<file path="src/rtl/busown_pkg.sv">
package busown_pkg;

    typedef enum logic [1:0] {
        OWN_NOGRANT  = 2'd0,
        OWN_IMPLICIT = 2'd1,
        OWN_ACTIVE   = 2'd2,
        OWN_PARKED   = 2'd3
    } own_state_e;

    typedef struct packed {
        own_state_e state;
        logic       start;
        logic       accept;
        logic       wr;
    } own_regs_s;

    localparam own_regs_s OWN_REGS_RESET = '{
        state:  OWN_NOGRANT,
        start:  1'b0,
        accept: 1'b0,
        wr:     1'b0
    };

endpackage

</file>
<file path="src/rtl/busown_grant_reg.sv">
module busown_grant_reg #(
    parameter int STAGES = 1
) (
    input  logic clk,
    input  logic rst_n,
    input  logic grant_i,
    output logic grant_o
);
    localparam int LAST = STAGES - 1;

    logic [LAST:0] chain_d;
    logic [LAST:0] chain_q;

    generate
        if (STAGES == 1) begin : g_single
            always_comb chain_d = grant_i;
        end else begin : g_multi
            always_comb chain_d = {chain_q[LAST-1:0], grant_i};
        end
    endgenerate

    always_ff @(posedge clk or negedge rst_n) begin
        if (!rst_n) chain_q <= '0;
        else        chain_q <= chain_d;
    end

    assign grant_o = chain_q[LAST];

    initial begin
        assert (STAGES >= 1) else $error("grant register needs at least one stage");
    end
endmodule

</file>
<file path="src/rtl/busown_fsm.sv">
module busown_fsm
    import busown_pkg::*;
(
    input  logic       clk,
    input  logic       rst_n,
    input  logic       grant_i,
    input  logic       req_valid_i,
    input  logic       req_write_i,
    input  logic       ack_i,
    output own_state_e state_o,
    output logic       start_o,
    output logic       accept_o,
    output logic       wr_o
);
    own_regs_s r_d;
    own_regs_s r_q;

    logic take_req;
    assign take_req = grant_i && req_valid_i;

    always_comb begin
        r_d        = r_q;
        r_d.start  = 1'b0;
        r_d.accept = 1'b0;
        case (r_q.state)
            OWN_NOGRANT, OWN_IMPLICIT, OWN_PARKED: begin
                if (!grant_i) begin
                    r_d.state = OWN_NOGRANT;
                end else if (take_req) begin
                    r_d.state  = OWN_ACTIVE;
                    r_d.start  = 1'b1;
                    r_d.accept = 1'b1;
                    r_d.wr     = req_write_i;
                end else if (r_q.state == OWN_NOGRANT) begin
                    r_d.state = OWN_IMPLICIT;
                end
            end
            OWN_ACTIVE: begin
                if (ack_i) begin
                    r_d.state = grant_i ? OWN_PARKED : OWN_NOGRANT;
                end
            end
            default: r_d.state = OWN_NOGRANT;
        endcase
    end

    always_ff @(posedge clk or negedge rst_n) begin
        if (!rst_n) r_q <= OWN_REGS_RESET;
        else        r_q <= r_d;
    end

    assign state_o  = r_q.state;
    assign start_o  = r_q.start;
    assign accept_o = r_q.accept;
    assign wr_o     = r_q.wr;

    p_start_single_r5: assert property (@(posedge clk) disable iff (!rst_n)
        r_q.start |=> !r_q.start);

    p_start_after_grant_r9: assert property (@(posedge clk) disable iff (!rst_n)
        $rose(r_q.start) |-> $past(grant_i));

    p_xip_until_ack_r5: assert property (@(posedge clk) disable iff (!rst_n)
        (r_q.state == OWN_ACTIVE && !ack_i) |=> (r_q.state == OWN_ACTIVE));

    p_implicit_needs_grant_r8: assert property (@(posedge clk) disable iff (!rst_n)
        (r_q.state != OWN_ACTIVE && !grant_i) |=> (r_q.state == OWN_NOGRANT));
endmodule

</file>
<file path="src/rtl/busown_outdec.sv">
module busown_outdec
    import busown_pkg::*;
(
    input  own_state_e state_i,
    input  logic       wr_i,
    output logic       owner_o,
    output logic       xip_o,
    output logic       addr_oe_o,
    output logic       attr_oe_o,
    output logic       ctrl_oe_o,
    output logic       data_oe_o
);
    always_comb begin
        owner_o   = (state_i == OWN_ACTIVE) || (state_i == OWN_PARKED);
        xip_o     = (state_i == OWN_ACTIVE);
        addr_oe_o = owner_o;
        attr_oe_o = owner_o;
        ctrl_oe_o = owner_o;
        data_oe_o = xip_o && wr_i;
    end
endmodule

</file>
<file path="src/rtl/busown_ctrl.sv">
module busown_ctrl
    import busown_pkg::*;
#(
    parameter int GRANT_STAGES = 1
) (
    input  logic clk,
    input  logic rst_n,
    input  logic grant_n,
    input  logic ack_n,
    input  logic req_valid,
    input  logic req_write,
    output logic req_accept,
    output logic busdrv_n,
    output logic start_n,
    output logic xip_n,
    output logic addr_oe,
    output logic attr_oe,
    output logic ctrl_oe,
    output logic data_oe
);
    logic       grant_q;
    own_state_e state;
    logic       start;
    logic       wr;
    logic       owner;
    logic       xip;

    busown_grant_reg #(.STAGES(GRANT_STAGES)) u_grant (
        .clk     (clk),
        .rst_n   (rst_n),
        .grant_i (~grant_n),
        .grant_o (grant_q)
    );

    busown_fsm u_fsm (
        .clk         (clk),
        .rst_n       (rst_n),
        .grant_i     (grant_q),
        .req_valid_i (req_valid),
        .req_write_i (req_write),
        .ack_i       (~ack_n),
        .state_o     (state),
        .start_o     (start),
        .accept_o    (req_accept),
        .wr_o        (wr)
    );

    busown_outdec u_dec (
        .state_i   (state),
        .wr_i      (wr),
        .owner_o   (owner),
        .xip_o     (xip),
        .addr_oe_o (addr_oe),
        .attr_oe_o (attr_oe),
        .ctrl_oe_o (ctrl_oe),
        .data_oe_o (data_oe)
    );

    assign busdrv_n = ~owner;
    assign start_n  = ~start;
    assign xip_n    = ~xip;

    p_oe_needs_bd_r11: assert property (@(posedge clk) disable iff (!rst_n)
        (addr_oe || attr_oe || ctrl_oe || data_oe) |-> !busdrv_n);

    p_bd_during_xfer_r11: assert property (@(posedge clk) disable iff (!rst_n)
        !xip_n |-> !busdrv_n);

    p_release_after_ack_r7: assert property (@(posedge clk) disable iff (!rst_n)
        (!xip_n && !ack_n && !grant_q) |=> (busdrv_n && !addr_oe && !data_oe));

    p_start_drives_r3: assert property (@(posedge clk) disable iff (!rst_n)
        !start_n |-> (!busdrv_n && req_accept && !xip_n));
endmodule

</file>
<file path="config.mk">
export PLATFORM = sky130hd
export DESIGN_NAME = busown_ctrl
export DESIGN_NICKNAME = d
export VERILOG_FILES = /design/src/rtl/busown_pkg.sv /design/src/rtl/busown_grant_reg.sv /design/src/rtl/busown_fsm.sv /design/src/rtl/busown_outdec.sv /design/src/rtl/busown_ctrl.sv
export SDC_FILE = /design/constraint.sdc
export NUM_CORES = 1
export LEC_CHECK = 0
export BUFFER_PORTS_ARGS = -buffer_cell sky130_fd_sc_hd__clkbuf_2
export CAP_MARGIN = 20
export CORE_AREA = 2 2 39 41
export CTS_CLUSTER_SIZE = 24
export DETAILED_ROUTE_END_ITERATION = 12
export DIE_AREA = 0 0 41 43
export PLACE_DENSITY = 0.38
export SKIP_LAST_GASP = 1
export SYNTH_ARGS = -nofsm -noshare
export SYNTH_HDL_FRONTEND = slang
export SYNTH_SLANG_ARGS = --single-unit
</file>
<file path="constraint.sdc">
create_clock -name clk -period 2.6 [get_ports clk]
set_clock_uncertainty 0.05 [all_clocks]
set_input_delay 0.52 -clock clk [delete_from_list [all_inputs] [get_ports clk]]
set_output_delay 0.52 -clock clk [all_outputs]
set_load 0.02 [all_outputs]
</file>
Word-level counts from Yosys, hierarchy flattened
Cells that the tools add are included.
Widths: inputs -> output; s select.
{ "totals": {"in_bits": 6, "regBits": 6} }
{ "classes": {"n_eq_ne": 5, "bitwise": 4, "n_mux": 9, "n_reduce_logical": 7} }
{ "ops": {"columns": ["op", "count"], "rows": [
  ["$mux 2", 5],
  ["$mux 3", 3],
  ["$eq 2x2->1 const B", 2],
  ["$ne 4x2->1 const B", 1],
  ["$not 1->1", 4],
  ["$pmux 2 s2", 1],
  ["$reduce_and 3->1", 1],
  ["$reduce_or 3->1", 1],
  ["$eq 2x1->1 const B", 1],
  ["$logic_and 1x1->1", 2],
  ["$logic_not 2->1", 1],
  ["$ne 2x2->1 const B", 1],
  ["$reduce_and 2->1", 1],
  ["$logic_or 1x1->1", 1]
]} }

Logic depth before layout (Yosys ltp)
{ "logic_depth": {"ltp_word": 5, "depth_mapped": 4} }

Modules after synthesis
From an unflattened synthesis, not the netlist that was laid out.
{ "hier_totals": {"hier_cells": 26, "area_unflattened_um2": 267.8} }
{ "by_module_without_submodules": {"columns": ["module", "n_inst", "area_per_inst_um2", "cells_per_inst", "seq_area_each_um2"], "rows": [
  ["busown_fsm", 1, 182.7, 14, 100.1],
  ["busown_outdec", 1, 41.3, 6, 0.0],
  ["busown_grant_reg", 1, 25.0, 1, 25.0],
  ["busown_ctrl", 1, 18.8, 5, 0.0]
]} }

Worst setup path after synthesis
No wires, ideal clock.
{ "synth_timing": {"path_type": "register to output", "start": "register u_fsm.r_q (netlist bit u_fsm.state_o[1])", "end": "output attr_oe", "path_slack_ps": 1231, "n_path_buf": 2, "arrival_time_ps": 799, "t_required_ps": 2030, "stages_incl_launch_ff": 3, "path_cell_list": "dfrtp_1 -> clkbuf_1 -> buf_4"} }
{ "synth_via": {"elab_chain_cells": 2} }
{ "synth_lines": {"columns": ["item", "line_no", "text"], "rows": [
  ["start, declared", "busown_fsm.sv:16", "own_regs_s r_q;"],
  ["start signal, assigned", "busown_fsm.sv:49", "else r_q <= r_d;"],
  ["$eq 2x2->1", "busown_outdec.sv:14", "owner_o = (state_i == OWN_ACTIVE) || (state_i == OWN_PARKED);"],
  ["$logic_or 1x1->1 (*)", "busown_outdec.sv:14", null],
  ["end, declared", "busown_ctrl.sv:17", "output logic attr_oe,"]
]} }
Mark *: on every way between the ends. The rest lies on a longest branch, timed or not.

Final worst setup path
{ "layout_timing": {"start": "register u_fsm.r_q (netlist bit u_fsm.state_o[1])", "end": "output data_oe"} }
{ "layout_via": {"elab_chain_cells": 2} }
{ "layout_lines": {"columns": ["item", "line_no", "text"], "rows": [
  ["$eq 2x2->1", "busown_outdec.sv:15", "xip_o = (state_i == OWN_ACTIVE);"],
  ["$logic_and 1x1->1", "busown_outdec.sv:19", "data_oe_o = xip_o && wr_i;"],
  ["end, declared", "busown_ctrl.sv:19", "output logic data_oe"]
]} }
No other way between the ends.

==> results.py <==
metrics = {
    "outcome": {
        "outcome": "finished, final reports clean",
    },
    "timing": {
        "fmax_mhz": 586.0,
        "setup_tns_ns": 0,
        "period_share_pct": 65.63,
        "max_slew.worst_pin.slew_ns": 0.1443,
        "finalCriticalPeriod_ns": 1.706,
        "final_max_slew_viol_count": 0,
        "hold_viol": 0,
        "worst_slack_ns": 0.8935,
        "rsz0062_at_grt": "no",
        "setup_viol": 0,
        "slew_headroom_pct": 90.38,
    },
    "setup_path": {
        "cpPeakStageDelay_ns": 0.40,
        "cp.required_ns": 2.03,
        "critical_path_class": "reg -> out",
        "crit_fanout": 5,
        "crit_slowest_cell": "dfrtp_1",
        "cp-start-kind": "register",
        "path_cells": "nor2b_4 -> and2_1 -> clkbuf_2",
        "crit_arrival_ns": 1.14,
        "worst_r2r_startpoint": "u_fsm.state_o[1]$_DFFE_PN0P_",
        "crit_family": "flip-flops",
        "cp-end-kind": "primary output",
        "crit_start": "u_fsm.state_o[1]$_DFFE_PN0P_",
        "worst-path-buf-inv": 1,
    },
    "global_route": {
        "grt_max_degree": 6,
        "grt_antenna_before_repair": 0,
        "track_usage_pct": 6.768,
        "grt-ovfl-total": 0,
        "grt_pass1_wl_microns": 696,
        "grt_pass1_vias": 175,
    },
    "cells_and_area": {
        "layout_commonest_cell": "clkbuf_2",
        "final_layout_size_suffix_gt1_share_pct": 55.56,
        "nFillCells": 168,
        "n_antenna_cell": 0,
        "final_cell_mix": "13 x clkbuf_2, 5 x dfrtp_1, 4 x inv_1",
        "final_area_sq_um": 326.6,
        "instances_no_fill": 52,
        "fin_nets": 43,
        "area_delta_synth_final_pct": 39.57,
    },
    "placement": {
        "gp_congestion": 0.6249,
        "dpl_cell_area_sq_um": 300.3,
        "placed_cells": 48,
        "dp_hpwl_microns": 352.9,
        "numPortBuffers": 13,
        "pre_cts_ws_ns": 1.159,
    },
    "detailed_routing": {
        "wl_per_cell_microns": 8.135,
        "drc_errors": 0,
        "vias": 179,
        "drtPass1Iterations": 2,
        "viasPerCell": 3.442,
        "ant_nets": 0,
        "drtIter0Drc": 1,
        "drt-total-wl_microns": 423,
    },
    "cts": {
        "ctsHoldBuffers": 0,
        "tritoncts": "done",
        "clkTransAtPathRegs_ns": 0.05,
        "cts_max_path_buffers": 2,
        "clock_latency_ns": 0.25,
        "htree_levels": 1,
        "root_buffer": "clkbuf_4",
        "cts_setup_buffers": 0,
        "post_cts_resized": 0,
        "cts_sinks": 5,
        "cts_buffers": 3,
    },
    "power": {
        "comb_power_share_pct": 24.7,
        "peakVddDrop_mv": 0.2320,
        "power.density_mw_per_mm2": 755.5,
        "power_uw": 246.7,
        "seqPwrFrac_pct": 37.8,
        "power.internal_uw": 171.0,
        "p_leak_nw": 0.1840,
        "power_switching_share_pct": 30.67,
        "pwr-share-clk_pct": 37.5,
        "switchingPower_uw": 75.68,
    },
    "synth": {
        "synth-seq-area-share_pct": 53.48,
        "syn_area_sq_um": 234.0,
        "synth_top_area_cell": "dfrtp_1",
        "synth_top_area_share_pct": 53.48,
        "syn_avg_cell_area_sq_um": 10.64,
        "ys_ff_latch": 5,
        "syn_nets": 28,
        "synthCells": 22,
        "synth.distinct_cells": 13,
        "synthTopCellsByArea": "dfrtp_1 53%, buf_4 6.4%, inv_1 6.4%",
        "yosysWarnings": 0,
    },
    "die": {
        "die_width_microns": 41,
        "design.core.area_sq_mm": 0.001384,
        "die_h_microns": 43,
        "rows": 14,
        "io_pins": 14,
        "start_util_pct": 16.91,
        "die_area_sq_mm": 0.001763,
    },
    "job": {
        "drv_cap": 0,
    },
    "worst_hold_path": {
        "hold_path_class": "in -> async",
    },
}
[power by group through the flow]
stage | Clock [mW] | Combinational (mW) | Sequential [mW]
CTS | 0.0977 | 0.0621 | 0.0935
detailed placement | 0 | 0.0623 | 0.0943
global placement | 0 | 0.0628 | 0.0941
floorplan | 0 | 0.0470 | 0.0937
global route | 0.100 | 0.0679 | 0.0949
finish | 0.0924 | 0.0610 | 0.0933
[cell type report]
| class | count | area, sq um | share of cell area [%] |
|---|---|---|---|
| sequential | 5 | 125.1 | 38.31 |
| timing repair buffer | 13 | 65.06 | 19.92 |
| tap | 16 | 20.02 | 6.130 |
| clock buffer | 4 | 26.28 | 8.046 |
| inverter | 5 | 18.77 | 5.747 |
| multi-input combinational | 9 | 71.32 | 21.84 |
[layer usage]
metal | vias up | global-route usage (%) | routed length, microns | share of wire, %
li1 | 89 | - | - | -
met1 | 79 | 5.574 | 140 | 33
met2 | 8 | 9.063 | 224 | 53
met3 | 3 | 7.853 | 47 | 11
met4 | 0 | 4.000 | 10 | 2.4
met5 | - | 0 | 0 | 0
[flip-flops by register name (all words and copies together) (netlist names)]
name	count
u_fsm.accept_o	1
u_fsm.state_o	2
u_fsm.wr_o	1
u_grant.grant_o	1
[worst register-to-register path: stages, from the launching register on]
cell and delay, ns:
dfrtp_1 0.41, nor2b_4 0.15, nor2_2 0.14, mux2_4 0.31
[logic make-up after synthesis]
kind of cell	after synthesis	share of synthesized area, %
AOI/OAI and AO/OA	2	4.274
buffers and inverters	8	16.04
muxes	2	10.69
and+or+nand+nor	5	15.51
DFF	5	53.48
[worst paths after layout]
check	to	slack, ns	depth (start not counted)
max reg2reg	u_fsm.wr_o$_DFFE_PN0P_	1.42	3
max in group asynchronous	u_fsm.state_o[0]$_DFFE_PN0P_	2.33	1
max	data_oe	0.89	3
min in group clk	u_grant.grant_o$_DFF_PN0_	0.37	2
min reg2reg	u_fsm.wr_o$_DFFE_PN0P_	0.46	1
min	u_fsm.accept_o$_DFF_PN0_	0.03	1
[metrics by stage]
step	utilization (%)	hold WS, ns
2_1_floorplan	-	0.1744
3_3_place_gp	21.70	0.2939
3_5_place_dp	21.70	0.2938
4_1_cts	23.60	0.01890
5_1_grt	23.60	0.02247
6_report	23.60	0.02565
[cells in the mapped netlist]
library cell,n
inv_2,1
nand2_1,1
o21ai_1,1
buf_4,2
and2_1,2
nor2_2,1
a21oi_1,1
dfrtp_1,5
mux2i_1,1
mux2_4,1
inv_1,4
nor2b_4,1
clkbuf_1,1
(Power assumes the default switching activity.)
